**config.mk**
```make
export PLATFORM = sky130hd
export DESIGN_NAME = instruction_prefetch_queue
export DESIGN_NICKNAME = d
export VERILOG_FILES = /design/src/rtl/ifq_pkg.sv /design/src/rtl/ifq_fetch_ctrl.sv /design/src/rtl/ifq_byte_store.sv /design/src/rtl/instruction_prefetch_queue.sv
export SDC_FILE = /design/constraint.sdc
export NUM_CORES = 1
export LEC_CHECK = 0
export ABC_AREA = 1
export BUFFER_PORTS_ARGS = -buffer_cell sky130_fd_sc_hd__buf_2
export CAP_MARGIN = 20
export CORE_MARGIN = 2
export CORE_UTILIZATION = 50
export DETAILED_ROUTE_END_ITERATION = 10
export HOLD_SLACK_MARGIN = 0.08
export PLACE_DENSITY = 0.71
export SYNTH_ARGS = -nofsm -noshare
export SYNTH_HDL_FRONTEND = slang
export SYNTH_HIERARCHICAL = 1
export SYNTH_SLANG_ARGS = --single-unit
export TNS_END_PERCENT = 5
```
**constraint.sdc**
```tcl
create_clock -name clk -period 10.2 [get_ports clk]
set_input_delay 1.53 -clock clk [delete_from_list [all_inputs] [get_ports clk]]
set_output_delay 1.53 -clock clk [all_outputs]
set_load 0.005 [all_outputs]
```
**src/rtl/ifq_pkg.sv**
```systemverilog
// Shared types for the instruction prefetch queue.
package ifq_pkg;
    typedef logic [7:0]  byte_t;
    typedef logic [15:0] word_t;
    // Number of bytes a completed fetch contributes this clock.
    typedef enum logic [1:0] {
        TAKE_NONE = 2'd0,
        TAKE_ONE  = 2'd1,
        TAKE_TWO  = 2'd2
    } take_e;
endpackage

```
**src/rtl/ifq_fetch_ctrl.sv**
```systemverilog
// Fetch address and request control.
// Holds the byte address of the next fetch and raises the request when enough
// slots are free. It decides how many bytes of a returned word are kept.
// Assumes the returned data is valid in the same clock as the acknowledge.
module ifq_fetch_ctrl
    import ifq_pkg::*;
#(
    parameter int DEPTH      = 6,
    parameter int THRESH     = 2,
    parameter int ADDR_W     = 20,
    parameter logic [ADDR_W-1:0] RESET_ADDR = '0,
    localparam int CNT_W     = $clog2(DEPTH + 1)
) (
    input  logic              clk,
    input  logic              rst_n,
    input  logic              flush,
    input  logic [ADDR_W-1:0] flush_addr,
    input  logic [CNT_W-1:0]  occ,
    input  logic              fetch_ack,
    input  word_t             fetch_data,
    output logic              fetch_req,
    output logic [ADDR_W-1:0] fetch_addr,
    output take_e             take,
    output byte_t             in0,
    output byte_t             in1
);
    logic [ADDR_W-1:0] addr_q;
    logic [CNT_W-1:0]  free_slots;
    logic              accept;
    logic              odd;

    // Request decision from the free slot count.
    always_comb begin
        free_slots = CNT_W'(DEPTH) - occ;
        fetch_req  = !flush && (free_slots >= CNT_W'(THRESH));
        accept     = fetch_req && fetch_ack;
        odd        = addr_q[0];
    end

    // Byte selection from the returned word.
    always_comb begin
        in0  = odd ? fetch_data[15:8] : fetch_data[7:0];
        in1  = fetch_data[15:8];
        take = !accept ? TAKE_NONE : (odd ? TAKE_ONE : TAKE_TWO);
    end

    // Fetch address register: reload on flush, advance on accept.
    always_ff @(posedge clk) begin
        if (!rst_n)
            addr_q <= RESET_ADDR;
        else if (flush)
            addr_q <= flush_addr;
        else if (accept)
            addr_q <= addr_q + (odd ? ADDR_W'(1) : ADDR_W'(2));
    end

    assign fetch_addr = addr_q;
endmodule

```
**src/rtl/ifq_byte_store.sv**
```systemverilog
// Circular byte store with a same-clock bypass.
// Accepts zero, one or two bytes per clock and releases one byte per clock.
// When empty, it offers the first incoming byte directly.
// Assumes the writer never offers more bytes than there are free slots.
module ifq_byte_store
    import ifq_pkg::*;
#(
    parameter int DEPTH  = 6,
    localparam int PTR_W = (DEPTH > 1) ? $clog2(DEPTH) : 1,
    localparam int CNT_W = $clog2(DEPTH + 1)
) (
    input  logic             clk,
    input  logic             rst_n,
    input  logic             flush,
    input  take_e            take,
    input  byte_t            in0,
    input  byte_t            in1,
    input  logic             out_ready,
    output logic             out_valid,
    output byte_t            out_data,
    output logic [CNT_W-1:0] occ
);
    byte_t            mem [DEPTH];
    logic [PTR_W-1:0] rd_q, wr_q, wr_b;
    logic [CNT_W-1:0] occ_q;
    logic [1:0]       n_in, n_wr;
    logic             have_stored, pop, skip;
    byte_t            first_b;

    function automatic logic [PTR_W-1:0] ptr_inc(input logic [PTR_W-1:0] p);
        return (p == PTR_W'(DEPTH - 1)) ? '0 : p + PTR_W'(1);
    endfunction

    // Offer, pop and bypass decisions.
    always_comb begin
        n_in        = take;
        have_stored = (occ_q != '0);
        out_valid   = !flush && (have_stored || (n_in != 2'd0));
        out_data    = have_stored ? mem[rd_q] : in0;
        pop         = out_valid && out_ready;
        skip        = !have_stored && pop;
        first_b     = skip ? in1 : in0;
        n_wr        = n_in - {1'b0, skip};
        wr_b        = ptr_inc(wr_q);
    end

    // One register per slot, written at the first or second write position.
    for (genvar i = 0; i < DEPTH; i++) begin : g_slot
        always_ff @(posedge clk) begin
            if (!rst_n)
                mem[i] <= '0;
            else if (!flush) begin
                if (n_wr != 2'd0 && wr_q == PTR_W'(i))
                    mem[i] <= first_b;
                else if (n_wr == 2'd2 && wr_b == PTR_W'(i))
                    mem[i] <= in1;
            end
        end
    end

    // Pointer and occupancy update by the net change.
    always_ff @(posedge clk) begin
        if (!rst_n || flush) begin
            rd_q  <= '0;
            wr_q  <= '0;
            occ_q <= '0;
        end else begin
            if (n_wr == 2'd2)
                wr_q <= ptr_inc(wr_b);
            else if (n_wr == 2'd1)
                wr_q <= wr_b;
            if (pop && have_stored)
                rd_q <= ptr_inc(rd_q);
            occ_q <= occ_q + CNT_W'(n_in) - CNT_W'(pop);
        end
    end

    assign occ = occ_q;
endmodule

```
**src/rtl/instruction_prefetch_queue.sv**
```systemverilog
// Instruction prefetch queue top.
// Joins the fetch control to the byte store. The bus side sees a request
// with a byte address and completes it with an acknowledge plus a 16-bit word.
// The consumer side is a valid/ready byte port. Assumes THRESH >= 2.
module instruction_prefetch_queue
    import ifq_pkg::*;
#(
    parameter int DEPTH  = 6,
    parameter int THRESH = 2,
    parameter int ADDR_W = 20,
    parameter logic [ADDR_W-1:0] RESET_ADDR = '0,
    localparam int CNT_W = $clog2(DEPTH + 1)
) (
    input  logic              clk,
    input  logic              rst_n,
    input  logic              flush,
    input  logic [ADDR_W-1:0] flush_addr,
    output logic              fetch_req,
    output logic [ADDR_W-1:0] fetch_addr,
    input  logic              fetch_ack,
    input  logic [15:0]       fetch_data,
    output logic              out_valid,
    output logic [7:0]        out_data,
    input  logic              out_ready
);
    logic [CNT_W-1:0] occ;
    take_e            take;
    byte_t            in0, in1;

    ifq_fetch_ctrl #(
        .DEPTH(DEPTH), .THRESH(THRESH), .ADDR_W(ADDR_W), .RESET_ADDR(RESET_ADDR)
    ) u_ctrl (
        .clk(clk), .rst_n(rst_n), .flush(flush), .flush_addr(flush_addr),
        .occ(occ), .fetch_ack(fetch_ack), .fetch_data(fetch_data),
        .fetch_req(fetch_req), .fetch_addr(fetch_addr),
        .take(take), .in0(in0), .in1(in1)
    );

    ifq_byte_store #(.DEPTH(DEPTH)) u_store (
        .clk(clk), .rst_n(rst_n), .flush(flush), .take(take),
        .in0(in0), .in1(in1), .out_ready(out_ready),
        .out_valid(out_valid), .out_data(out_data), .occ(occ)
    );
endmodule

```
==> out/results.txt <==
outcome: finished clean
synth top area cells: edfxtp_1 (27%), nand2_1 (21%), dfxtp_1 (12%)
Post-synth top cells: nand2_1 (297), nand3_1 (85), inv_1 (80)
# DRC: 0
antenna-violating nets left: 0
Setup-failing EPs final: 0
Worst slew margin: 0.477
Final #Nets: 856
Slew Limit Fails: 0
Critical Path AT: 4.74 ns
routing usage on met3: 0.0584
Unique masters post-synth: 39
GRT overflow: 0
DP HPWL: 10700 um
reg2reg end: u_store/mem[0][2]$_DFFE_PP_
wire length of the first global-routing pass: 23900 um
P&R area growth vs syn: 12.8%
clock sink count: 80
largest net degree at the start of global routing: 33
GR Util All Layers: 0.270
cell count after synthesis: 747
Num CTS Buffers: 9
Slew @ Worst Pin: 0.781 ns
M1 GR Usage: 0.345
share of post-route cells with drive strength above 1: 0.149
Vias: 5165
drt initial violations: 446
synthesized area: 5270 um2
P_leak: 2.82 nW
Yosys top cell by area: edfxtp_1
site row count: 37
input/output buffers: 70
critical path startpoint category: primary input
Clock Path Buffers: 2
syn avg cell area: 7.05 um2
TNS Setup: 0 ns
maximum clock frequency: 211 MHz
RR Startpoint: u_store/occ[0]$_SDFF_PP0_
R2R setup slack: 6.02 ns
top-count cell post-synth: nand2_1
FF+latch count, synth: 80
die span in x: 107 um
Final Cycle Share: 0.466
Clk Latency, worst-skew pair: 0.36 ns
H-tree depth: 3
TritonRoute pass-1 iters: 7
crit path capture type: flop
die area: 11400 um2
syn nets: 798
IO Pins: 71
GR peak layer: met2
starting density of the core: 0.512
Yosys warning total: 6
clock root buffer: clkbuf_8
final hold vios: 0
die span in y: 107 um
GP Congestion: 0.937
HP Start: u_ctrl/fetch_addr[1]$_SDFFE_PN0P_
total wire length: 14700 um
post-cts sizing count: 0
vias in the first global route: 4825
ys flop type: edfxtp_1
Post-synth EDFFs: 48
Max IR drop VDD: 0.0000660 V
Critical Path RT: 10.20 ns
RSZ-0062 raised after global routing: false
setup skew after layout: 0.00758 ns
CTS tree: yes
WHS Path Cells: 2
Core Region: 10300 um2
sequential-to-total area share from yosys stat: 0.395
diode count: 0
number of max-cap violations: 0
final worst path period need: 4.75 ns
top cell type's share of synthesized area: 0.274
Worst Reg-to-Reg Cells: 19
wire per inst: 15.5 um
met2 track demand over resource: 0.447
Max Fanout on Critical Path: 25
initial antenna violation count: 0
Layout Utilization: 0.578
ys async rst share: 0
post-CTS setup buffer count: 0
Via density: 5.46
Pwr per Cell Area: 131 nW/um2
hold path endpoint: u_ctrl/fetch_addr[1]$_SDFFE_PN0P_
Post-CTS Hold Buffers: 0
Reg clk slew, reported paths: 0.08 ns
worst setup path class: primary input to flop
worst min-delay path class: flop to flop
-- kinds of logic (layout without fill, tap and decap cells) --
group                    Yosys count  count (layout)  share of synthesized area
AO/OA/AOI/OAI                     75              75                     0.0922
XOR/XNOR                           6               6                    0.00998
adder cells (fa/ha/maj)           10              10                     0.0252
buffers and inverters            114             177                     0.0908
flip-flops                        80              80                      0.395
AND/OR/NAND/NOR                  462             462                      0.387
-- worst max-delay path by stage --
stage	startpoint	end	depth (start not counted)
after floorplan	flush	u_store/mem[0][0]$_DFFE_PP_	15
after global placement	flush	u_store/mem[0][5]$_DFFE_PP_	16
after detailed placement	flush	u_store/mem[0][2]$_DFFE_PP_	16
after CTS	flush	out_valid	12
after global routing	flush	u_store/mem[0][5]$_DFFE_PP_	16
final	flush	u_store/mem[0][2]$_DFFE_PP_	16
-- sequential cells by signal (all words and copies together), names as in the netlist, named ones only --
register and cells:
u_store/occ 3, u_store/wr_q 3, u_store/rd_q 3, u_ctrl/fetch_addr 20, u_store/mem 48
-- critical path, stage by stage --
cell	delay, ns
buf_2	0.27
inv_1	0.11
nand2_1	0.07
nor2_1	0.09
buf_4	0.25
inv_1	0.09
nor2_1	0.17
inv_1	0.11
nand2_1	0.11
nand4_2	0.26
inv_2	0.23
ha_1	0.20
nand2_1	0.20
nor2_8	0.25
nand2_2	0.13
o211ai_1	0.66
-- report_power, final --
part | switching [mW] | total [mW] | internal [mW]
clock network | 0.120 | 0.291 | 0.170
registers | 0.0127 | 0.369 | 0.357
logic | 0.0758 | 0.117 | 0.0408
total | 0.209 | 0.777 | 0.568
-- cell type report --
cell class	instances	area (um2)
clock buffers	10	138
clock inverters	6	116
fillers	988	4340
inverters	88	333
multi-input cells	553	2710
flip-flops and latches	80	2080
well taps	136	170
repair buffers	73	393
-- per-stage QoR --
step                      instance area (um2)  power [mW]  setup slack, ns  std cells  hold slack (ns)
after floorplan                          5270       0.449             6.05        747            0.455
after global placement                   5660       0.490             5.23        929            0.476
after detailed placement                 5660       0.491             5.06        929            0.489
after CTS                                5910       0.782             5.44        945            0.505
after global routing                     5940       0.810             4.99        946            0.534
final                                    5940       0.777             5.45        946            0.505
-- routing by layer --
metal / routed length, um / up-vias
li1: - / 2542
met1: 5780 / 2304
met2: 6880 / 275
met3: 1460 / 44
met4: 547 / 0
met5: 0 / -
-- cells in the final DEF, fill, tap and decap left out, types with 12 or more instances in the layout --
cell type / netlist / final
nand3_1: 85 / 85
dfxtp_1: 32 / 32
o211ai_1: 18 / 18
nor2_1: 42 / 42
inv_1: 80 / 80
buf_2: 5 / 70
a21oi_1: 24 / 24
nand2_1: 297 / 297
edfxtp_1: 48 / 48
nand4_1: 12 / 12
(Power assumes the default switching activity.)
